<file path="src/rtl/uart_rx_pkg.sv">
package uart_rx_pkg;

  typedef enum logic [1:0] {
    ST_IDLE,
    ST_START,
    ST_DATA,
    ST_STOP
  } rx_state_e;

endpackage

</file>
<file path="src/rtl/urx_sync.sv">
// Multi-stage synchronizer for the serial line with falling-edge detect.
module urx_sync #(
  parameter int STAGES = 2
) (
  input  logic clk,
  input  logic rst,
  input  logic din,
  output logic dout,
  output logic fall
);

  logic [STAGES-1:0] sr;
  logic              last;

  generate
    if (STAGES == 1) begin : g_one
      always_ff @(posedge clk) begin
        if (rst) sr <= '1;
        else     sr <= din;
      end
    end else begin : g_many
      always_ff @(posedge clk) begin
        if (rst) sr <= '1;
        else     sr <= {sr[STAGES-2:0], din};
      end
    end
  endgenerate

  always_ff @(posedge clk) begin
    if (rst) last <= 1'b1;
    else     last <= sr[STAGES-1];
  end

  assign dout = sr[STAGES-1];
  assign fall = last & ~sr[STAGES-1];

endmodule

</file>
<file path="src/rtl/urx_framer.sv">
// Oversampling frame recovery: start confirm, centre majority vote, stop check.
module urx_framer
  import uart_rx_pkg::*;
#(
  parameter int DATA_W = 8,
  parameter int OSR    = 16
) (
  input  logic            clk,
  input  logic            rst,
  input  logic            enable,
  input  logic            nine,
  input  logic            tick,
  input  logic            rxd,
  input  logic            fall,
  output logic            done,
  output logic [DATA_W:0] word,
  output logic            ferr
);

  localparam int CNT_W = $clog2(OSR);
  localparam int TN_W  = CNT_W + 1;
  localparam int BIT_W = $clog2(DATA_W + 1);
  localparam int T_A   = OSR / 2 - 1;
  localparam int T_B   = OSR / 2;
  localparam int T_C   = OSR / 2 + 1;

  rx_state_e         state;
  logic [CNT_W-1:0]  cnt;
  logic [TN_W-1:0]   tnum;
  logic [BIT_W-1:0]  bidx;
  logic [BIT_W-1:0]  last_idx;
  logic [DATA_W:0]   shreg;
  logic              s_a, s_b, vote, nine_q;

  assign tnum     = {1'b0, cnt} + 1'b1;
  assign vote     = (s_a & s_b) | (s_a & rxd) | (s_b & rxd);
  assign last_idx = nine_q ? BIT_W'(DATA_W) : BIT_W'(DATA_W - 1);

  always_ff @(posedge clk) begin
    if (rst || !enable) begin
      state  <= ST_IDLE;
      cnt    <= '0;
      bidx   <= '0;
      done   <= 1'b0;
      s_a    <= 1'b1;
      s_b    <= 1'b1;
      nine_q <= 1'b0;
      shreg  <= '0;
      word   <= '0;
      ferr   <= 1'b0;
    end else begin
      done <= 1'b0;
      if (state != ST_IDLE && tick) begin
        if (tnum == TN_W'(OSR)) cnt <= '0;
        else                    cnt <= cnt + 1'b1;
        if (tnum == TN_W'(T_A)) s_a <= rxd;
        if (tnum == TN_W'(T_B)) s_b <= rxd;
      end
      unique case (state)
        ST_IDLE: begin
          if (fall) begin
            state  <= ST_START;
            cnt    <= '0;
            nine_q <= nine;
            shreg  <= '0;
          end
        end
        ST_START: begin
          if (tick) begin
            if (tnum == TN_W'(T_B) && rxd) begin
              state <= ST_IDLE;
            end else if (tnum == TN_W'(OSR)) begin
              state <= ST_DATA;
              bidx  <= '0;
            end
          end
        end
        ST_DATA: begin
          if (tick) begin
            if (tnum == TN_W'(T_C)) shreg[bidx] <= vote;
            if (tnum == TN_W'(OSR)) begin
              if (bidx == last_idx) state <= ST_STOP;
              else                  bidx  <= bidx + 1'b1;
            end
          end
        end
        ST_STOP: begin
          if (tick && tnum == TN_W'(T_C)) begin
            done  <= 1'b1;
            ferr  <= ~vote;
            word  <= nine_q ? shreg : {1'b0, shreg[DATA_W-1:0]};
            state <= ST_IDLE;
          end
        end
        default: state <= ST_IDLE;
      endcase
    end
  end

endmodule

</file>
<file path="src/rtl/urx_fifo.sv">
// Small synchronous queue; storage has no reset so it can map to RAM.
module urx_fifo #(
  parameter int WIDTH = 10,
  parameter int DEPTH = 2
) (
  input  logic             clk,
  input  logic             rst,
  input  logic             push,
  input  logic [WIDTH-1:0] wdata,
  input  logic             pop,
  output logic [WIDTH-1:0] head,
  output logic             not_empty,
  output logic             full
);

  localparam int PTR_W = (DEPTH > 1) ? $clog2(DEPTH) : 1;
  localparam int CNT_W = $clog2(DEPTH + 1);

  logic [WIDTH-1:0] mem [DEPTH];
  logic [PTR_W-1:0] wr_ptr, rd_ptr;
  logic [CNT_W-1:0] count;
  logic             do_wr, do_rd;

  function automatic logic [PTR_W-1:0] nxt(input logic [PTR_W-1:0] p);
    return (p == PTR_W'(DEPTH - 1)) ? '0 : p + 1'b1;
  endfunction

  assign full      = (count == CNT_W'(DEPTH));
  assign not_empty = (count != '0);
  assign do_rd     = pop & not_empty;
  assign do_wr     = push & (~full | do_rd);

  always_ff @(posedge clk) begin
    if (do_wr) mem[wr_ptr] <= wdata;
  end

  always_ff @(posedge clk) begin
    if (rst) begin
      wr_ptr <= '0;
      rd_ptr <= '0;
      count  <= '0;
    end else begin
      if (do_wr) wr_ptr <= nxt(wr_ptr);
      if (do_rd) rd_ptr <= nxt(rd_ptr);
      case ({do_wr, do_rd})
        2'b10:   count <= count + 1'b1;
        2'b01:   count <= count - 1'b1;
        default: count <= count;
      endcase
    end
  end

  assign head = mem[rd_ptr];

endmodule

</file>
<file path="src/rtl/uart_rx_fifo.sv">
module uart_rx_fifo #(
  parameter int DATA_W      = 8,
  parameter int OSR         = 16,
  parameter int DEPTH       = 2,
  parameter int SYNC_STAGES = 2
) (
  input  logic              clk,
  input  logic              rst,
  input  logic              rx_en,
  input  logic              nine_bit,
  input  logic              tick16,
  input  logic              rx_in,
  input  logic              pop,
  output logic              rx_avail,
  output logic [DATA_W-1:0] rx_data,
  output logic              rx_bit9,
  output logic              rx_ferr,
  output logic              rx_overrun
);

  localparam int ENT_W = DATA_W + 2;

  logic            rxd, fall, done, ferr, full, push, ovr_q;
  logic [DATA_W:0] word;
  logic [ENT_W-1:0] head;

  urx_sync #(.STAGES(SYNC_STAGES)) u_sync (
    .clk  (clk),
    .rst  (rst),
    .din  (rx_in),
    .dout (rxd),
    .fall (fall)
  );

  urx_framer #(.DATA_W(DATA_W), .OSR(OSR)) u_framer (
    .clk    (clk),
    .rst    (rst),
    .enable (rx_en & ~ovr_q),
    .nine   (nine_bit),
    .tick   (tick16),
    .rxd    (rxd),
    .fall   (fall),
    .done   (done),
    .word   (word),
    .ferr   (ferr)
  );

  assign push = done & rx_en & ~ovr_q;

  always_ff @(posedge clk) begin
    if (rst || !rx_en)             ovr_q <= 1'b0;
    else if (push && full && !pop) ovr_q <= 1'b1;
  end

  urx_fifo #(.WIDTH(ENT_W), .DEPTH(DEPTH)) u_fifo (
    .clk       (clk),
    .rst       (rst),
    .push      (push),
    .wdata     ({ferr, word}),
    .pop       (pop),
    .head      (head),
    .not_empty (rx_avail),
    .full      (full)
  );

  assign rx_data    = head[DATA_W-1:0];
  assign rx_bit9    = head[DATA_W];
  assign rx_ferr    = head[DATA_W+1];
  assign rx_overrun = ovr_q;

endmodule

</file>
<file path="config.mk">
export PLATFORM = sky130hd
export DESIGN_NAME = uart_rx_fifo
export DESIGN_NICKNAME = d
export VERILOG_FILES = /design/src/rtl/uart_rx_pkg.sv /design/src/rtl/urx_sync.sv /design/src/rtl/urx_framer.sv /design/src/rtl/urx_fifo.sv /design/src/rtl/uart_rx_fifo.sv
export SDC_FILE = /design/constraint.sdc
export NUM_CORES = 1
export LEC_CHECK = 0
export CAP_MARGIN = 20
export CORE_MARGIN = 3
export CORE_UTILIZATION = 36
export CTS_BUF_LIST = sky130_fd_sc_hd__clkbuf_8
export DETAILED_ROUTE_END_ITERATION = 8
export PLACE_DENSITY = 0.61
export SYNTH_ARGS = -nofsm -noshare
export SYNTH_HDL_FRONTEND = slang
export SYNTH_HIERARCHICAL = 1
export SYNTH_SLANG_ARGS = --single-unit
</file>
<file path="constraint.sdc">
create_clock -name clk -period 3.1 [get_ports clk]
set_input_delay 0.31 -clock clk [delete_from_list [all_inputs] [get_ports clk]]
set_output_delay 0.31 -clock clk [all_outputs]
set_load 0.02 [all_outputs]
</file>
## Word level (Yosys, flattened, before mapping)

Memory sizes are Yosys's and may differ from the RTL's. A register that Yosys moved wholly into a read port is not among the register bits.
Index checks and enable logic that the tools add are counted.

| word-level totals | value |
|---|---|
| latch bits | 0 |
| word-level logic and storage cells | 127 |
| bits in read-only memories | 0 |
| flip-flop bits (word level) | 41 |
| bits of input ports | 7 |
| memories | 1 |
| memory bits (writable) | 20 |
| output and inout bits | 12 |

Memory list:

| memory | depth | width | rd ports | clocked after memory_dff | write ports | line | source |
|---|---|---|---|---|---|---|---|
| u_fifo.mem | 2 | 10 | 1 | 1 | 1 | urx_fifo.sv:19 | `logic [WIDTH-1:0] mem [DEPTH];` |

| operators by class | value |
|---|---|
| multiply operators | 0 |
| $lt $le $gt $ge | 2 |
| equal/unequal tests | 22 |
| shifts and indexed selects | 0 |
| mux-type cells | 37 |
| reduce and logical (&&, ||, !) cells | 25 |
| add/subtract/negate cells | 7 |
| bitwise operators | 17 |
| div/mod/pow operators | 0 |

Operator list:

| operator | number |
|---|---|
| two-way mux 4 bit | 11 |
| two-way mux 9 bit | 4 |
| one-hot mux 9 bit (2 select lines) | 1 |
| two-way mux 2 bit | 8 |
| AND reduction 7 bit | 2 |
| equality test 5 x 4 -> 1 bit, second input constant | 2 |
| inequality test 2 x 1 -> 1 bit, second input constant | 5 |
| inequality test 2 bit, second input constant | 5 |
| nonzero test 2 bit | 5 |
| bitwise AND 1 bit | 9 |
| bitwise mux 9 bit | 1 |
| adder 4 x 1 -> 4 bit, second input constant | 2 |
| equality test 2 bit, second input constant | 4 |
| two-way mux 1 bit | 8 |
| one-hot mux 2 bit (4 select lines) | 1 |
| one-hot mux 4 bit (2 select lines) | 1 |
| AND reduction 2 bit | 4 |
| logical AND 1 bit | 6 |
| adder 4 x 1 -> 5 bit, second input constant | 1 |
| equality test 5 x 3 -> 1 bit, second input constant | 1 |
| equality test 5 bit, second input constant | 1 |
| < comparator 4 x 5 -> 1 bit, second input constant | 1 |
| inverter 1 bit | 5 |
| demux 1 bit (select 4 bit) | 1 |
| 14 further kinds | 21 |

## Depth between registers and ports, before layout

| logic depth | value |
|---|---|
| depth after elaboration | 8 |
| mapped depth | 8 |
| mapped depth without buffers | 7 |

## Modules after synthesis

The synthesis kept the hierarchy.

By module, submodules not included:

| module | area each (um^2) | sequential area each (um^2) | times used | cells each |
|---|---|---|---|---|
| urx_framer | 1672.9 | 660.6 | 1 | 194 |
| urx_fifo | 958.4 | 700.7 | 1 | 57 |
| urx_sync | 85.1 | 60.1 | 1 | 7 |
| uart_rx_fifo | 62.6 | 20.0 | 1 | 7 |

## Worst setup path before layout

No wires, ideal clock.

| timing path | value |
|---|---|
| path type | reg-to-reg |
| start | register u_framer.cnt[1] |
| end | register u_framer.bidx[3] |
| setup time | 0.070 ns |
| clock period less this slack | 1.927 ns |
| setup slack | 1.173 ns |
| path buffers | 0 |
| arrival | 1.857 ns |
| cell stages (with the launch flop) | 6 |
| required time | 3.030 ns |
| path through | dfxtp_1 -> ha_1 -> nand4_2 -> or3_4 -> or4_1 -> a21oi_1 |

| between the ends | value |
|---|---|
| longest elaborated chain between the ends | 5 |
| elaborated cells on any way between the ends | 8 |
| those cells by class | add/sub (1); eq/ne (5); reduce/logical (2) |

RTL lines:

| item | line | source |
|---|---|---|
| from (decl) | urx_framer.sv:28 | `logic [CNT_W-1:0] cnt;` |
| from (signal assigned) | urx_framer.sv:55 | `else cnt <= cnt + 1'b1;` |
| adder 4 x 1 -> 5 bit (*) | urx_framer.sv:35 | `assign tnum = {1'b0, cnt} + 1'b1;` |
| equality test 5 x 4 -> 1 bit | urx_framer.sv:70 | `if (tnum == TN_W'(T_B) && rxd) begin` |
| logical AND 1 bit | urx_framer.sv:70 |  |
| inequality test 2 bit (no source line) | - |  |
| AND reduction 7 bit (no source line) (*) | - |  |
| to (signal assigned) | urx_framer.sv:83 | `else bidx <= bidx + 1'b1;` |
| to (decl) | urx_framer.sv:30 | `logic [BIT_W-1:0] bidx;` |

Every way passes the cells marked *; elsewhere a longest branch is shown, timed or not.
A chain may end at the register's enable or synchronous reset.

## Final worst setup path

| timing path | value |
|---|---|
| start | register u_framer.cnt[0] |
| end | register u_framer.shreg[6] |

| between the ends | value |
|---|---|
| longest elaborated chain between the ends | 4 |

RTL lines:

| item | line | source |
|---|---|---|
| adder 4 x 1 -> 5 bit | urx_framer.sv:35 |  |
| equality test 5 x 4 -> 1 bit | urx_framer.sv:80 | `if (tnum == TN_W'(T_C)) shreg[bidx] <= vote;` |
| inequality test 2 x 1 -> 1 bit (no source line) | - |  |
| AND reduction 4 bit (no source line) | - |  |
| to (signal, indexed assignment) | urx_framer.sv:80 |  |
| to (decl) | urx_framer.sv:32 | `logic [DATA_W:0] shreg;` |

No other way between the ends.

==> impl_metrics.toml <==
[setup_path]
max_stage_delay_ns = 0.63
r2r_cells = 5
r2r_end = "u_framer/shreg[6]"
crit_required_ns = 3.31
rrSetupSlack_ns = 0.90
path_cells = "ha_1 > nand4_2 > o21bai_1 > nand4_1 > mux2i_1"
criticalPathCategory = "register to register"
r2r-start = "u_framer/cnt[0]"
path_max_fanout = 11
crit_path_end_kind = "register"
path_delay_family = "compound AO/OA/AOI/OAI gates"
path_buf_inv = 0
slowest_stage = "o21bai_1"
worstSetupStartpointType = "register"
arrival_ns = 2.41

[yosys]
synth_edf_count = 20
ys.flop_type = "dfxtp_1"
syn_avg_cell_area_sq_um = 10.49
seq_area_frac_synth = 0.5187
yosysUniqueCellTypes = 52
synth.cell_area_sq_mm = 0.002779
yosys_warnings = 6
ys_seq_elements = 62
async_flop_share = 0
syn_nets = 281
netlist_instances = 265

[min_path]
worstHoldEndpoint = "u_sync/sr[1]"
holdPathStages = 1
holdCritStartpoint = "u_sync/sr[0]"
hold_class = "register to register"

[route]
drt-total-wl_um = 4969
vias = 1962
drtIter0Drc = 87
wl_per_cell_um = 12.81
drc = 0
drt-pass1-iter-count = 4
final_antenna_net_count = 0
viasPerCell = 5.057

[cts]
holdBufCountCts = 0
clk_pin_slew_worst_paths_ns = 0.07
cts_resized = 0
post-cts-setup-buffers = 0
cts_root_buffer = "clkbuf_8"
htreeDepth = 3
clock_path_buffers = 2
numCtsBuffers = 9
clk_latency_ns = 0.34
cts_tree = "yes"
cts_sinks = 62

[global_route]
grt.total_usage = 0.1266
antenna_found_initial = 0
grt_pass1_vias = 1866
grt-ovfl-total = 0
grt_max_degree = 21
grt_pass1_wl_um = 8852

[die]
rows = 31
io_pins = 19
die_x_um = 93.86
initial_core_util = 0.3771
fp.coreArea_sq_mm = 0.007370
die_h_um = 93.86
die-area_sq_mm = 0.008810

[sta]
rsz0062_at_grt = "false"
relSlewSlack = 0.4484
final_hold_viol_count = 0
fin_skew_ns = 0.009731
fin_tns_setup_ns = 0
holdWs_ns = 0.4227
setup_violations = 0
worst_pin_slew_ns = 0.8243
final.period_utilization = 0.7102
slew_viol_final = 0
fmax_ghz = 0.4542
finalCriticalPeriod_ns = 2.202

[place]
dp_hpwl_um = 3481
place.gp.congestion = 0.7572
place_area_sq_mm = 0.003043
io_buffers = 18

[job]
maxCapViolCount = 0

[pwr]
p_per_area_mw_per_mm2 = 458.0
leakagePower_uw = 0.001158
peakVddDrop_uv = 253.4

[layout]
num-fill-cells = 696
antennaDiodeCount = 0
final_common_cell = "dfxtp_1"
layout-drive-gt1-share = 0.1107
layout_common_cells = "dfxtp_1 (42), a21oi_1 (20), edfxtp_1 (20)"
nets = 300
area_growth_pct = 15.44
final_cell_area_sq_mm = 0.003208

[run_status]
status = "finished, final reports clean"
-- sequential cells by signal, summed over array words and instances, names as in the netlist, 2 cells and up, named ones only --
register        cells
u_framer/shreg      9
u_framer/cnt        4
u_sync/sr           2
u_framer/bidx       4
u_fifo/mem         20
u_fifo/count        2
u_framer/word       9
-- final cells by class --
type                       instances  area, sq um  area share
clock buffer                       9        123.9     0.03861
clock inverter                     7        41.29     0.01287
inverter                          10        37.54     0.01170
multi-input combinational        182         1252      0.3904
sequential                        62         1441      0.4493
tap                               99        123.9     0.03861
timing repair buffer              19        187.7     0.05850
-- logic make-up (layout without fill, tap and decap cells) --
group / after synthesis / count (layout) / share of synthesized area
mux: 21 / 21 / 0.08060
xor+xnor: 6 / 6 / 0.01891
simple gates: 93 / 93 / 0.1909
fa+ha+maj: 10 / 10 / 0.04413
flops: 62 / 62 / 0.5187
compound gates: 52 / 52 / 0.1162
buf+inv: 21 / 45 / 0.03061
-- metrics by stage --
| stage | instances | setup slack [ns] | utilization | power [uW] |
|---|---|---|---|---|
| after floorplan | 265 | 1.173 | - | 872.4 |
| after global placement | 372 | 0.8967 | 0.4129 | 889.5 |
| after detailed placement | 372 | 0.8381 | 0.4129 | 889.7 |
| after CTS | 388 | 0.8993 | 0.4353 | 1490 |
| after global routing | 388 | 0.6966 | 0.4353 | 1522 |
| final | 388 | 0.8984 | 0.4353 | 1469 |
-- worst reg2reg max path, cell delays in order, from the launching register on --
cell,delay [ns]
dfxtp_1,0.52
ha_1,0.33
nand4_2,0.17
o21bai_1,0.63
nand4_1,0.26
mux2i_1,0.17
-- synth_stat cells, types with 2 or more instances --
master    number  area share
nand4_1       11       0.025
edfxtp_1      20        0.22
or4_1          3      0.0081
or2_1          4      0.0090
o31ai_1        2      0.0054
and2_1         2      0.0045
nor3_1         2      0.0036
and3_1         2      0.0045
nor2b_1        4      0.0090
nand3b_1       3      0.0081
a21oi_1       20       0.036
o21ai_0       15       0.027
dfxtp_1       42        0.30
nand2_1       14       0.019
xor2_1         3      0.0095
and4b_1        2      0.0072
mux2_2        10       0.041
nand3_1       12       0.022
a31oi_1        2      0.0045
ha_1           9       0.041
nor2_1        19       0.026
buf_2          5      0.0090
nand2b_1       4      0.0090
mux2i_1       10       0.036
nor3b_1        4       0.011
inv_1          9       0.012
clkbuf_1       5      0.0068
xnor2_1        3      0.0095
-- per-layer routing --
layer,vias to the layer above,routed length [um],share of wire,GRT usage
met1,922,2543,0.51,0.1709
met2,31,2156,0.43,0.1845
met5,-,0,0,0
met4,0,56,0.011,0.05054
li1,1004,-,-,-
met3,5,212,0.043,0.04407
-- report_power, final --
part,switching (uW),internal (uW)
clock network,315,283
registers,2.21,834
logic,19.4,15.2
total,336,1130
-- worst max path at each step --
stage	start	to	slack (ns)	cells after the start
CTS	register	rx_data[3]	0.90	2
detailed placement	rx_en	u_fifo/mem[0][2]	0.84	5
floorplan	u_framer/cnt[1]	u_framer/bidx[3]	1.17	5
global placement	rx_en	u_fifo/mem[1][3]	0.90	5
finish	u_framer/cnt[0]	u_framer/shreg[6]	0.90	5
global route	u_framer/cnt[1]	u_framer/shreg[0]	0.70	5
No activity file was read; power rests on OpenSTA's default activity.
